--- src/rtl/mul_pkg.sv ---
package mul_pkg;
    typedef enum logic [1:0] {
        ST_IDLE = 2'd0,
        ST_RUN  = 2'd1,
        ST_DONE = 2'd2
    } mul_state_t;
endpackage

--- src/rtl/mul_adder.sv ---
module mul_adder #(
    parameter int W = 32
) (
    input  logic [W-1:0] a,
    input  logic [W-1:0] b,
    input  logic         en,
    output logic [W:0]   sum
);
    logic [W:0]   carry;
    logic [W-1:0] b_g;

    assign b_g      = b & {W{en}};
    assign carry[0] = 1'b0;

    for (genvar i = 0; i < W; i++) begin : g_bit
        assign sum[i]     = a[i] ^ b_g[i] ^ carry[i];
        assign carry[i+1] = (a[i] & b_g[i]) | (carry[i] & (a[i] ^ b_g[i]));
    end

    assign sum[W] = carry[W];
endmodule

--- src/rtl/mul_ctrl.sv ---
module mul_ctrl
    import mul_pkg::*;
#(
    parameter int W = 32
) (
    input  logic clk,
    input  logic rst,
    input  logic start,
    output logic load,
    output logic step,
    output logic busy,
    output logic done
);
    localparam int CW = $clog2(W);
    localparam logic [CW-1:0] LAST = CW'(W - 1);

    mul_state_t state_q, state_d;
    logic [CW-1:0] iter_q;

    // state register
    always_ff @(posedge clk) begin
        if (rst) state_q <= ST_IDLE;
        else     state_q <= state_d;
    end

    always_ff @(posedge clk) begin
        if (rst)       iter_q <= '0;
        else if (load) iter_q <= '0;
        else if (step) iter_q <= iter_q + 1'b1;
    end

    always_comb begin
        state_d = state_q;
        unique case (state_q)
            ST_IDLE: if (start) state_d = ST_RUN;
            ST_RUN:  if (iter_q == LAST) state_d = ST_DONE;
            ST_DONE: state_d = start ? ST_RUN : ST_IDLE;
            default: state_d = ST_IDLE;
        endcase
    end

    // outputs
    always_comb begin
        load = 1'b0;
        step = 1'b0;
        busy = 1'b0;
        done = 1'b0;
        unique case (state_q)
            ST_IDLE: load = start;
            ST_RUN:  begin step = 1'b1; busy = 1'b1; end
            ST_DONE: begin done = 1'b1; load = start; end
            default: ;
        endcase
    end
endmodule

--- src/rtl/mul_path.sv ---
module mul_path #(
    parameter int W = 32
) (
    input  logic           clk,
    input  logic           rst,
    input  logic           load,
    input  logic           step,
    input  logic [W-1:0]   mcand_in,
    input  logic [W-1:0]   mplier_in,
    output logic [2*W-1:0] prod
);
    localparam int PW = 2 * W;

    logic [W-1:0]  mcand_q;
    logic [PW-1:0] prod_q;
    logic [W:0]    upper_sum;

    mul_adder #(.W(W)) u_add (
        .a   (prod_q[PW-1:W]),
        .b   (mcand_q),
        .en  (prod_q[0]),
        .sum (upper_sum)
    );

    always_ff @(posedge clk) begin
        if (rst) begin
            mcand_q <= '0;
            prod_q  <= '0;
        end else if (load) begin
            mcand_q <= mcand_in;
            prod_q  <= {{W{1'b0}}, mplier_in};
        end else if (step) begin
            prod_q  <= {upper_sum, prod_q[W-1:1]};
        end
    end

    assign prod = prod_q;
endmodule

--- src/rtl/shift_add_mul.sv ---
module shift_add_mul #(
    parameter int W = 32
) (
    input  logic         clk,
    input  logic         rst,
    input  logic         start,
    input  logic [W-1:0] mcand,
    input  logic [W-1:0] mplier,
    output logic         busy,
    output logic         done,
    output logic [W-1:0] prod_hi,
    output logic [W-1:0] prod_lo
);
    localparam int PW = 2 * W;

    logic          load, step;
    logic [PW-1:0] prod;

    mul_ctrl #(.W(W)) u_ctrl (
        .clk   (clk),
        .rst   (rst),
        .start (start),
        .load  (load),
        .step  (step),
        .busy  (busy),
        .done  (done)
    );

    mul_path #(.W(W)) u_path (
        .clk       (clk),
        .rst       (rst),
        .load      (load),
        .step      (step),
        .mcand_in  (mcand),
        .mplier_in (mplier),
        .prod      (prod)
    );

    assign prod_hi = prod[PW-1:W];
    assign prod_lo = prod[W-1:0];
endmodule

--- config.mk ---
export PLATFORM = sky130hd
export DESIGN_NAME = shift_add_mul
export DESIGN_NICKNAME = d
export VERILOG_FILES = /design/src/rtl/mul_pkg.sv /design/src/rtl/mul_adder.sv /design/src/rtl/mul_ctrl.sv /design/src/rtl/mul_path.sv /design/src/rtl/shift_add_mul.sv
export SDC_FILE = /design/constraint.sdc
export NUM_CORES = 1
export LEC_CHECK = 0
export ABC_AREA = 1
export ABC_CLOCK_PERIOD_IN_PS = 14900
export BUFFER_PORTS_ARGS = -buffer_cell sky130_fd_sc_hd__buf_2
export CAP_MARGIN = 10
export CORE_MARGIN = 5
export CORE_UTILIZATION = 48
export CTS_CLUSTER_SIZE = 16
export DETAILED_ROUTE_END_ITERATION = 10
export PLACE_DENSITY = 0.73
export SLEW_MARGIN = 20
export SYNTH_ARGS = -nofsm -noshare
export SYNTH_HDL_FRONTEND = slang
export SYNTH_SLANG_ARGS = --single-unit
--- constraint.sdc ---
create_clock -name clk -period 14.9 [get_ports clk]
set_clock_uncertainty 0.1 [all_clocks]
set_input_delay 1.49 -clock clk [delete_from_list [all_inputs] [get_ports clk]]
set_output_delay 1.49 -clock clk [all_outputs]
set_load 0.02 [all_outputs]
==> summary.md, run 1 <==
| Metric | Value |
|---|---|
| Status | `completed` |
| Launch point of the worst path | `u_path.prod[0]$_SDFFE_PP0P_` |
| Clock Latency Late Sink | `0.37 ns` |
| Endpoints failing setup | `0` |
| Top_reg_cell synth | `dfxtp_1` |
| Ports | `133` |
| Antenna violations before repair | `0` |
| CTS tree | `yes` |
| Die X | `114.2 µm` |
| Min Clock Period, post-route | `13.00 ns` |
| Top-count cell post-synth | `nand2_1` |
| Cell taking the most area after synthesis | `dfxtp_1` |
| CTS buffer count | `9` |
| R2r worst-path depth | `43` |
| CP max stage cell | `fa_1` |
| Register area share after synthesis | `39.55%` |
| Top cells by count, synth | `nand2_1 (153), dfxtp_1 (103), nor2_1 (89), inv_1 (76), nand3_1 (43)` |
| Fraction of registers with async set/reset | `0%` |
| Tot GR Track Use | `18.58%` |
| Worst-margin pin slew | `0.8595 ns` |
| Synthesis Warnings | `0` |
| Internal | `0.0004230 W` |
| Clock Sinks | `103` |
| PortBufs | `132` |
| Crit. End Element | `flip-flop` |
| Worst setup SP type | `flip-flop` |
| Starting Density | `48.52%` |
| Clock group share of total power | `28.9%` |
| Post-synth top area share | `39.55%` |
| Post-cts resize count | `0` |
| Critical Path Max Stage Delay | `0.41 ns` |
| Die Area | `13050 µm²` |
| Max-cap viol count | `0` |
| Hold Vio Cnt, Final | `0` |
| Leak | `3.080 nW` |
| RePlAce Congestion | `0.7585` |
| Post-synth EDFFs | `0` |
| Syn nets | `783` |
| Root buffer cell | `clkbuf_8` |
| Register-to-register setup slack | `1.90 ns` |
| Slew margin rel. | `42.64%` |
| Grt ovf | `0` |
| Post-Synthesis Cell Area | `5214 µm²` |
| Slew Limit Fails | `0` |
| Pin count of the biggest net entering global routing | `74` |
| Total Power | `0.0006136 W` |
| Area grow syn2layout | `14.90%` |
| Share of layout cells above drive strength 1 | `21.60%` |
| Crit path DAT | `13.21 ns` |
| First-pass GRT wire length | `19.89 mm` |
| Std cell rows | `38` |
| Class of the worst hold path | `flip-flop to flip-flop` |
| Post-Place Cells | `912` |
| Seq pwr share | `50.5%` |
| Reg-to-reg endpoint | `u_path.prod[62]$_SDFFE_PP0P_` |
| Fin nets | `884` |
| Clock transition at the registers of the reported paths | `0.10 ns` |
| TritonRoute pass-1 iters | `5` |
| Sw Share | `31.06%` |
| Fin cells | `927` |
| Logic pwr share | `20.6%` |
| Post-synth cell types | `24` |
| Pwr/cell area | `102.4 nW/µm²` |
| Vias in the first global route | `4374` |
| #FFs+latches synth | `103` |
| Highest clock rate | `76.95 MHz` |
| RSZ-0062 raised after global routing | `false` |
| Cts hold-fix bufs | `0` |
| Final cycle utilization of the critical path | `87.22%` |
| Worst hold start | `u_path.mcand_q[31]$_SDFFE_PP0P_` |
| Postcts setup bufs | `0` |
| Routed via count | `4507` |
| Via/cell ratio | `4.862` |
| CTS H-Tree Depth | `3` |
| CP dominant cell by count | `fa_1` |
| DRC Markers | `0` |
| Synth area leaders | `dfxtp_1 (40%), fa_1 (12%), nand2_1 (11%)` |
| Sw Pwr | `0.0001906 W` |
| Avg WL per Cell | `12.92 µm` |
| Critical path required time | `15.12 ns` |
| DRT antenna net count | `0` |
| R2r startpoint | `u_path.prod[0]$_SDFFE_PP0P_` |
| Die Ht | `114.2 µm` |
| Crit path max fanout | `34` |
| Max clock buf depth | `2` |
| Syn Area/Cell | `7.645 µm²` |
| DRT iter0 DRCs | `454` |
| Post-DP HPWL | `8.408 mm` |
| Peak VDD IR | `0.04480 mV` |
| Mapped Cells | `682` |
| Final TNS setup | `0 ns` |
| # diodes | `0` |
| Hold depth | `2` |
| Routed WL | `11.97 mm` |
| WHS Endpoint | `u_path.mcand_q[31]$_SDFFE_PP0P_` |
| WS Path Type | `flip-flop to flip-flop` |
| Core Box Area | `10750 µm²` |
[worst max-delay path: cells and delay by family (launching register included)]
| family | cells | cell delay (ns) |
|---|---|---|
| adder cells (fa/ha/maj) | 32 | 11.62 |
| buffers and inverters | 7 | 0.58 |
| flip-flops | 1 | 0.31 |
| AND/OR/NAND/NOR | 4 | 0.31 |
[per-layer routing]
layer  global-route usage (%)  share of wire, %  vias up
met4                    4.830               1.3        0
met5                        0                 0        -
li1                         -                 -     2307
met1                    23.54                44     2067
met3                    4.598               7.0       14
met2                    31.73                47      119
[power groups by stage]
stage	combinational, W	clock (W)	sequential, W
floorplan	0.0000830	0	0.000328
global placement	0.000125	0	0.000315
detailed placement	0.000128	0	0.000316
CTS	0.000128	0.000183	0.000310
global route	0.000142	0.000193	0.000313
finish	0.000126	0.000177	0.000310
[state kept, by name, summed over array words and instances, names as in the netlist]
signal,flops
u_ctrl.iter_q,5
u_ctrl.state_q,2
u_path.mcand_q,32
u_path.prod,64
[cells in the final DEF (no fill, tap or decap), drive strengths merged, types with 23 or more instances in the layout]
cell and count:
inv 80, nand3b 30, dfxtp 103, nor2 91, buf 136, a21oi 34
fa 31, nand2 165, nand3 43, o21ai 23, nor3 31
[through the flow]
stage / instance area [µm²] / worst slack [ns] / util (%) / hold WS (ns)
finish: 5991 / 1.905 / 55.75 / 0.3547
detailed placement: 5794 / 1.882 / 53.92 / 0.3335
CTS: 5989 / 1.861 / 55.74 / 0.3554
global route: 5991 / 1.340 / 55.75 / 0.3899
global placement: 5794 / 2.124 / 53.92 / 0.3360
floorplan: 5214 / 2.373 / - / 0.3187
[cell type report]
class                      count  area (µm²)
tap                          140       175.2
clock buffer                  10       137.6
fill                        1050        4755
timing repair buffer         136       690.7
multi-input combinational    453        2564
sequential                   103        2062
inverter                      80       304.0
clock inverter                 5       57.56
[cell families (layout without fill, tap and decap cells)]
logic type | count (synthesis) | after routing | synth area share (%)
adder cells (fa/ha/maj) | 34 | 34 | 12.62
AO/OA/AOI/OAI | 59 | 59 | 5.736
flip-flops | 103 | 103 | 39.55
AND/OR/NAND/NOR | 360 | 360 | 30.72
buffers and inverters | 126 | 231 | 11.37
[how the worst max path moves through the flow]
stage	end	depth (start not counted)	slack, ns
after floorplan	u_path.prod[62]$_SDFFE_PP0P_	44	2.37
after global placement	u_path.prod[62]$_SDFFE_PP0P_	43	2.12
after detailed placement	u_path.prod[62]$_SDFFE_PP0P_	43	1.88
after CTS	u_path.prod[62]$_SDFFE_PP0P_	43	1.86
after global routing	u_path.prod[62]$_SDFFE_PP0P_	43	1.34
final	u_path.prod[62]$_SDFFE_PP0P_	43	1.90
Note: power is estimated with default switching activity, not from simulation.
==> run 2: changes to the inputs <==
--- a/config.mk
+++ b/config.mk
@@ -5,7 +5,7 @@
 export SDC_FILE = /design/constraint.sdc
 export NUM_CORES = 1
 export LEC_CHECK = 0
-export ABC_AREA = 1
+export ABC_AREA = 0
 export ABC_CLOCK_PERIOD_IN_PS = 14900
 export BUFFER_PORTS_ARGS = -buffer_cell sky130_fd_sc_hd__buf_2
 export CAP_MARGIN = 10
@@ -13,7 +13,7 @@
 export CORE_UTILIZATION = 48
 export CTS_CLUSTER_SIZE = 16
 export DETAILED_ROUTE_END_ITERATION = 10
-export PLACE_DENSITY = 0.73
+export PLACE_DENSITY = 0.74
 export SLEW_MARGIN = 20
 export SYNTH_ARGS = -nofsm -noshare
 export SYNTH_HDL_FRONTEND = slang
==> constraint.sdc (replaced) <==
create_clock -name clk -period 14.9 [get_ports clk]
set_clock_uncertainty 0.1 [all_clocks]
set_input_delay 2.235 -clock clk [delete_from_list [all_inputs] [get_ports clk]]
set_output_delay 2.235 -clock clk [all_outputs]
set_load 0.01 [all_outputs]
==> run 2 against run 1 <==
  * Via count is 9.7% lower
  * Worst setup slack better by 0.19 ns
  * Critical path type unchanged
  * First-iteration DRC count is 63% lower
  * Combinational power is 40% lower
  * Sequential power is 3% lower
  * Sequential share of layout area is 2.1 points higher
  * Core utilization is 2.2 points higher
  * Largest cell class unchanged
  * Die area is 8.0% lower
  * Synthesized cell count is 18% lower
  * Global-route usage is 0.60 points higher
  * Total power is 5.3% lower
  * Non-clock buffer count is 3 higher
==> summary.md, run 2 <==
| Metric | Value |
|---|---|
| Status | `completed (unchanged)` |
| Vias in the first global route | `3873 (was 4374)` |
| Root buffer cell | `clkbuf_8 (unchanged)` |
| Top_reg_cell synth | `dfxtp_1 (unchanged)` |
| Most frequent cells in the layout | `nand2_1 (188), buf_2 (132), dfxtp_1 (103), a21oi_1 (62), nor2_1 (39) (was nand2_1 (153), buf_2 (132), dfxtp_1 (103), nor2_1 (89), inv_1 (75))` |
| Sw Pwr | `0.0001511 W (was 0.0001906 W)` |
| First-pass GRT wire length | `18.40 mm (was 19.89 mm)` |
| R2r startpoint | `u_path.mcand_q[0]$_SDFFE_PP0P_ (was u_path.prod[0]$_SDFFE_PP0P_)` |
| Largest register FFs | `64 (unchanged)` |
| CP dominant cell by count | `fa_1 (unchanged)` |
| Area grow syn2layout | `18.56% (was 14.90%)` |
| Final cycle utilization of the critical path | `85.92% (was 87.22%)` |
| Total Power | `0.0005810 W (was 0.0006136 W)` |
| Peak VDD IR | `0.06278 mV (was 0.04480 mV)` |
| Die Area | `12000 µm² (was 13050 µm²)` |
| Starting Density | `48.91% (was 48.52%)` |
| Register area share after synthesis | `43.33% (was 39.55%)` |
| Post-synth top area share | `43.33% (was 39.55%)` |
| Worst setup margin | `2.098 ns (was 1.905 ns)` |
| Cts hold-fix bufs | `0 (unchanged)` |
| Critical path required time | `15.07 ns (was 15.12 ns)` |
| Fin nets | `768 (was 884)` |
| Most common cell after layout, fill and taps aside | `nand2_1 (unchanged)` |
| Hold Vio Cnt, Final | `0 (unchanged)` |
| Cell taking the most area after synthesis | `dfxtp_1 (unchanged)` |
| CTS tree | `yes (unchanged)` |
| Pwr/cell area | `103.0 nW/µm² (was 102.4 nW/µm²)` |
| Std cell rows | `36 (was 38)` |
| DRT iter0 DRCs | `168 (was 454)` |
| Clock group share of total power | `35.2% (was 28.9%)` |
| Slew margin rel. | `38.06% (was 42.64%)` |
| Slew Limit Fails | `0 (unchanged)` |
| Max clock buf depth | `2 (unchanged)` |
| Logic pwr share | `13.1% (was 20.6%)` |
| Register-to-register setup slack | `2.10 ns (was 1.90 ns)` |
| Register area | `2062 µm² (unchanged)` |
| Max-cap viol count | `0 (unchanged)` |
| Synthesis Warnings | `0 (unchanged)` |
| Clock Sinks | `103 (unchanged)` |
| Pin count of the biggest net entering global routing | `97 (was 74)` |
| TritonRoute pass-1 iters | `4 (was 5)` |
| Crit path DAT | `12.97 ns (was 13.21 ns)` |
| Synth area leaders | `dfxtp_1 (43%), nand2_1 (15%), fa_1 (13%) (was dfxtp_1 (40%), fa_1 (12%), nand2_1 (11%))` |
| Top cells by count, synth | `nand2_1 (188), dfxtp_1 (103), a21oi_1 (62), nor2_1 (39) (was nand2_1 (153), dfxtp_1 (103), nor2_1 (89), inv_1 (76), nand3_1 (43))` |
| Syn nets | `662 (was 783)` |
| Reg-to-reg endpoint | `u_path.prod[62]$_SDFFE_PP0P_ (unchanged)` |
| Antenna violations before repair | `0 (unchanged)` |
| Ports | `133 (unchanged)` |
| Hold Slack | `0.3541 ns (was 0.3547 ns)` |
| PortBufs | `132 (unchanged)` |
| Final TNS setup | `0 ns (unchanged)` |
| Seq pwr share | `51.7% (was 50.5%)` |
| Die X | `109.6 µm (was 114.2 µm)` |
| Post-synth EDFFs | `0 (unchanged)` |
| Worst setup path endpoint | `u_path.prod[62]$_SDFFE_PP0P_ (unchanged)` |
| Leak | `2.462 nW (was 3.080 nW)` |
| WS Path Type | `flip-flop to flip-flop (unchanged)` |
| CP max stage cell | `fa_1 (unchanged)` |
| Routed WL | `11.10 mm (was 11.97 mm)` |
| Worst-margin pin slew | `0.9291 ns (was 0.8595 ns)` |
| Launch point of the worst path | `u_path.mcand_q[0]$_SDFFE_PP0P_ (was u_path.prod[0]$_SDFFE_PP0P_)` |
| Avg WL per Cell | `13.81 µm (was 12.92 µm)` |
| Routed via count | `4069 (was 4507)` |
| Clock transition at the registers of the reported paths | `0.10 ns (about the same)` |
| # diodes | `0 (unchanged)` |
| Post-cts resize count | `0 (unchanged)` |
| Via/cell ratio | `5.061 (was 4.862)` |
| Class of the worst hold path | `flip-flop to flip-flop (unchanged)` |
| RSZ-0062 raised after global routing | `false (unchanged)` |
| RePlAce Congestion | `0.7859 (was 0.7585)` |
| Syn Area/Cell | `8.482 µm² (was 7.645 µm²)` |
| Core Box Area | `9729 µm² (was 10750 µm²)` |
| Die Ht | `109.6 µm (was 114.2 µm)` |
| Clock Latency Late Sink | `0.36 ns (was 0.37 ns)` |
| Grt ovf | `0 (unchanged)` |
| DRT antenna net count | `0 (unchanged)` |
| DRC Markers | `0 (unchanged)` |
| Share of layout cells above drive strength 1 | `23.40% (was 21.60%)` |
| Mapped Cells | `561 (was 682)` |
| Critical Path Max Stage Delay | `0.42 ns (was 0.41 ns)` |
| Min Clock Period, post-route | `12.80 ns (was 13.00 ns)` |
| Crit path max fanout | `2 (was 34)` |
| Endpoints failing setup | `0 (unchanged)` |
| R2r worst-path depth | `39 (was 43)` |
| Crit. End Element | `flip-flop (unchanged)` |
| Top-count cell post-synth | `nand2_1 (unchanged)` |
| Post-Synthesis Cell Area | `4758 µm² (was 5214 µm²)` |
| Fill cell total of the finished layout | `900 (was 1050)` |
| Post-synth cell types | `29 (was 24)` |
| Worst setup SP type | `flip-flop (unchanged)` |
| Pre-CTS setup slack | `2.166 ns (was 1.882 ns)` |
| Postcts setup bufs | `0 (unchanged)` |
| Sw Share | `26.00% (was 31.06%)` |
| Post-DP HPWL | `7.533 mm (was 8.408 mm)` |
| Internal | `0.0004299 W (was 0.0004230 W)` |
| Fraction of registers with async set/reset | `0% (unchanged)` |
| Highest clock rate | `78.12 MHz (was 76.95 MHz)` |
| #FFs+latches synth | `103 (unchanged)` |
| Tot GR Track Use | `19.18% (was 18.58%)` |
| CTS H-Tree Depth | `3 (unchanged)` |
| CTS buffer count | `9 (unchanged)` |
| Footprint of the multi-input gates | `2427 µm² (was 2564 µm²)` |
run 2: critical path, delay by kind of cell (launching register included):
kind                       cells  cell delay, ns
adders and majority gates     32           11.64
DFF                            1            0.32
buffers and inverters          5            0.32
AOI/OAI and AO/OA              1            0.19
and+or+nand+nor                1            0.15
run 2: layer usage:
layer / wire length, µm / up-vias / track usage [%]
met5: 0 / - / 0
met4: 44 / 0 / 3.028
met3: 789 / 4 / 5.813
met2: 5260 / 108 / 31.65
met1: 5007 / 1927 / 25.40
li1: - / 2030 / -
run 2: logic make-up after synthesis:
logic type / after synthesis / share of synthesized area [%]
AND/OR/NAND/NOR: 267 / 23.19
flip-flops: 103 / 43.33
AO/OA/AOI/OAI: 101 / 13.41
buffers and inverters: 54 / 5.863
adder cells (fa/ha/maj): 34 / 13.83
XOR/XNOR: 2 / 0.3682
run 2: final cells by class:
class / count / area share (%)
flip-flops and latches: 103 / 36.55
inverters: 10 / 0.6875
multi-input cells: 404 / 43.03
clock inverters: 5 / 1.885
repair buffers: 139 / 12.64
clock buffers: 10 / 2.262
well taps: 133 / 2.950
run 2: worst min-delay path by stage:
stage / from / endpoint / slack, ns / depth (start not counted)
4_1_cts: u_path.mcand_q[7]$_SDFFE_PP0P_ / u_path.mcand_q[7]$_SDFFE_PP0P_ / 0.36 / 2
5_1_grt: u_path.mcand_q[17]$_SDFFE_PP0P_ / u_path.mcand_q[17]$_SDFFE_PP0P_ / 0.38 / 2
3_3_place_gp: u_path.mcand_q[15]$_SDFFE_PP0P_ / u_path.mcand_q[15]$_SDFFE_PP0P_ / 0.34 / 2
6_report: u_path.mcand_q[7]$_SDFFE_PP0P_ / u_path.mcand_q[7]$_SDFFE_PP0P_ / 0.35 / 2
2_1_floorplan: u_path.mcand_q[0]$_SDFFE_PP0P_ / u_path.mcand_q[0]$_SDFFE_PP0P_ / 0.33 / 2
3_5_place_dp: u_path.mcand_q[7]$_SDFFE_PP0P_ / u_path.mcand_q[7]$_SDFFE_PP0P_ / 0.34 / 2
run 2: power by group through the flow:
stage	sequential [W]	combinational [W]	clock, W
floorplan	0.000309	0.0000466	0
global placement	0.000306	0.0000756	0
detailed placement	0.000306	0.0000769	0
CTS	0.000300	0.0000772	0.000211
global route	0.000303	0.0000861	0.000221
finish	0.000300	0.0000761	0.000205
run 2: through the flow:
step,cell area [µm²],util (%),std cells
after floorplan,4758,-,561
after global placement,5408,55.58,789
after detailed placement,5408,55.58,789
after CTS,5642,57.99,804
after global routing,5642,57.99,804
final,5642,57.99,804
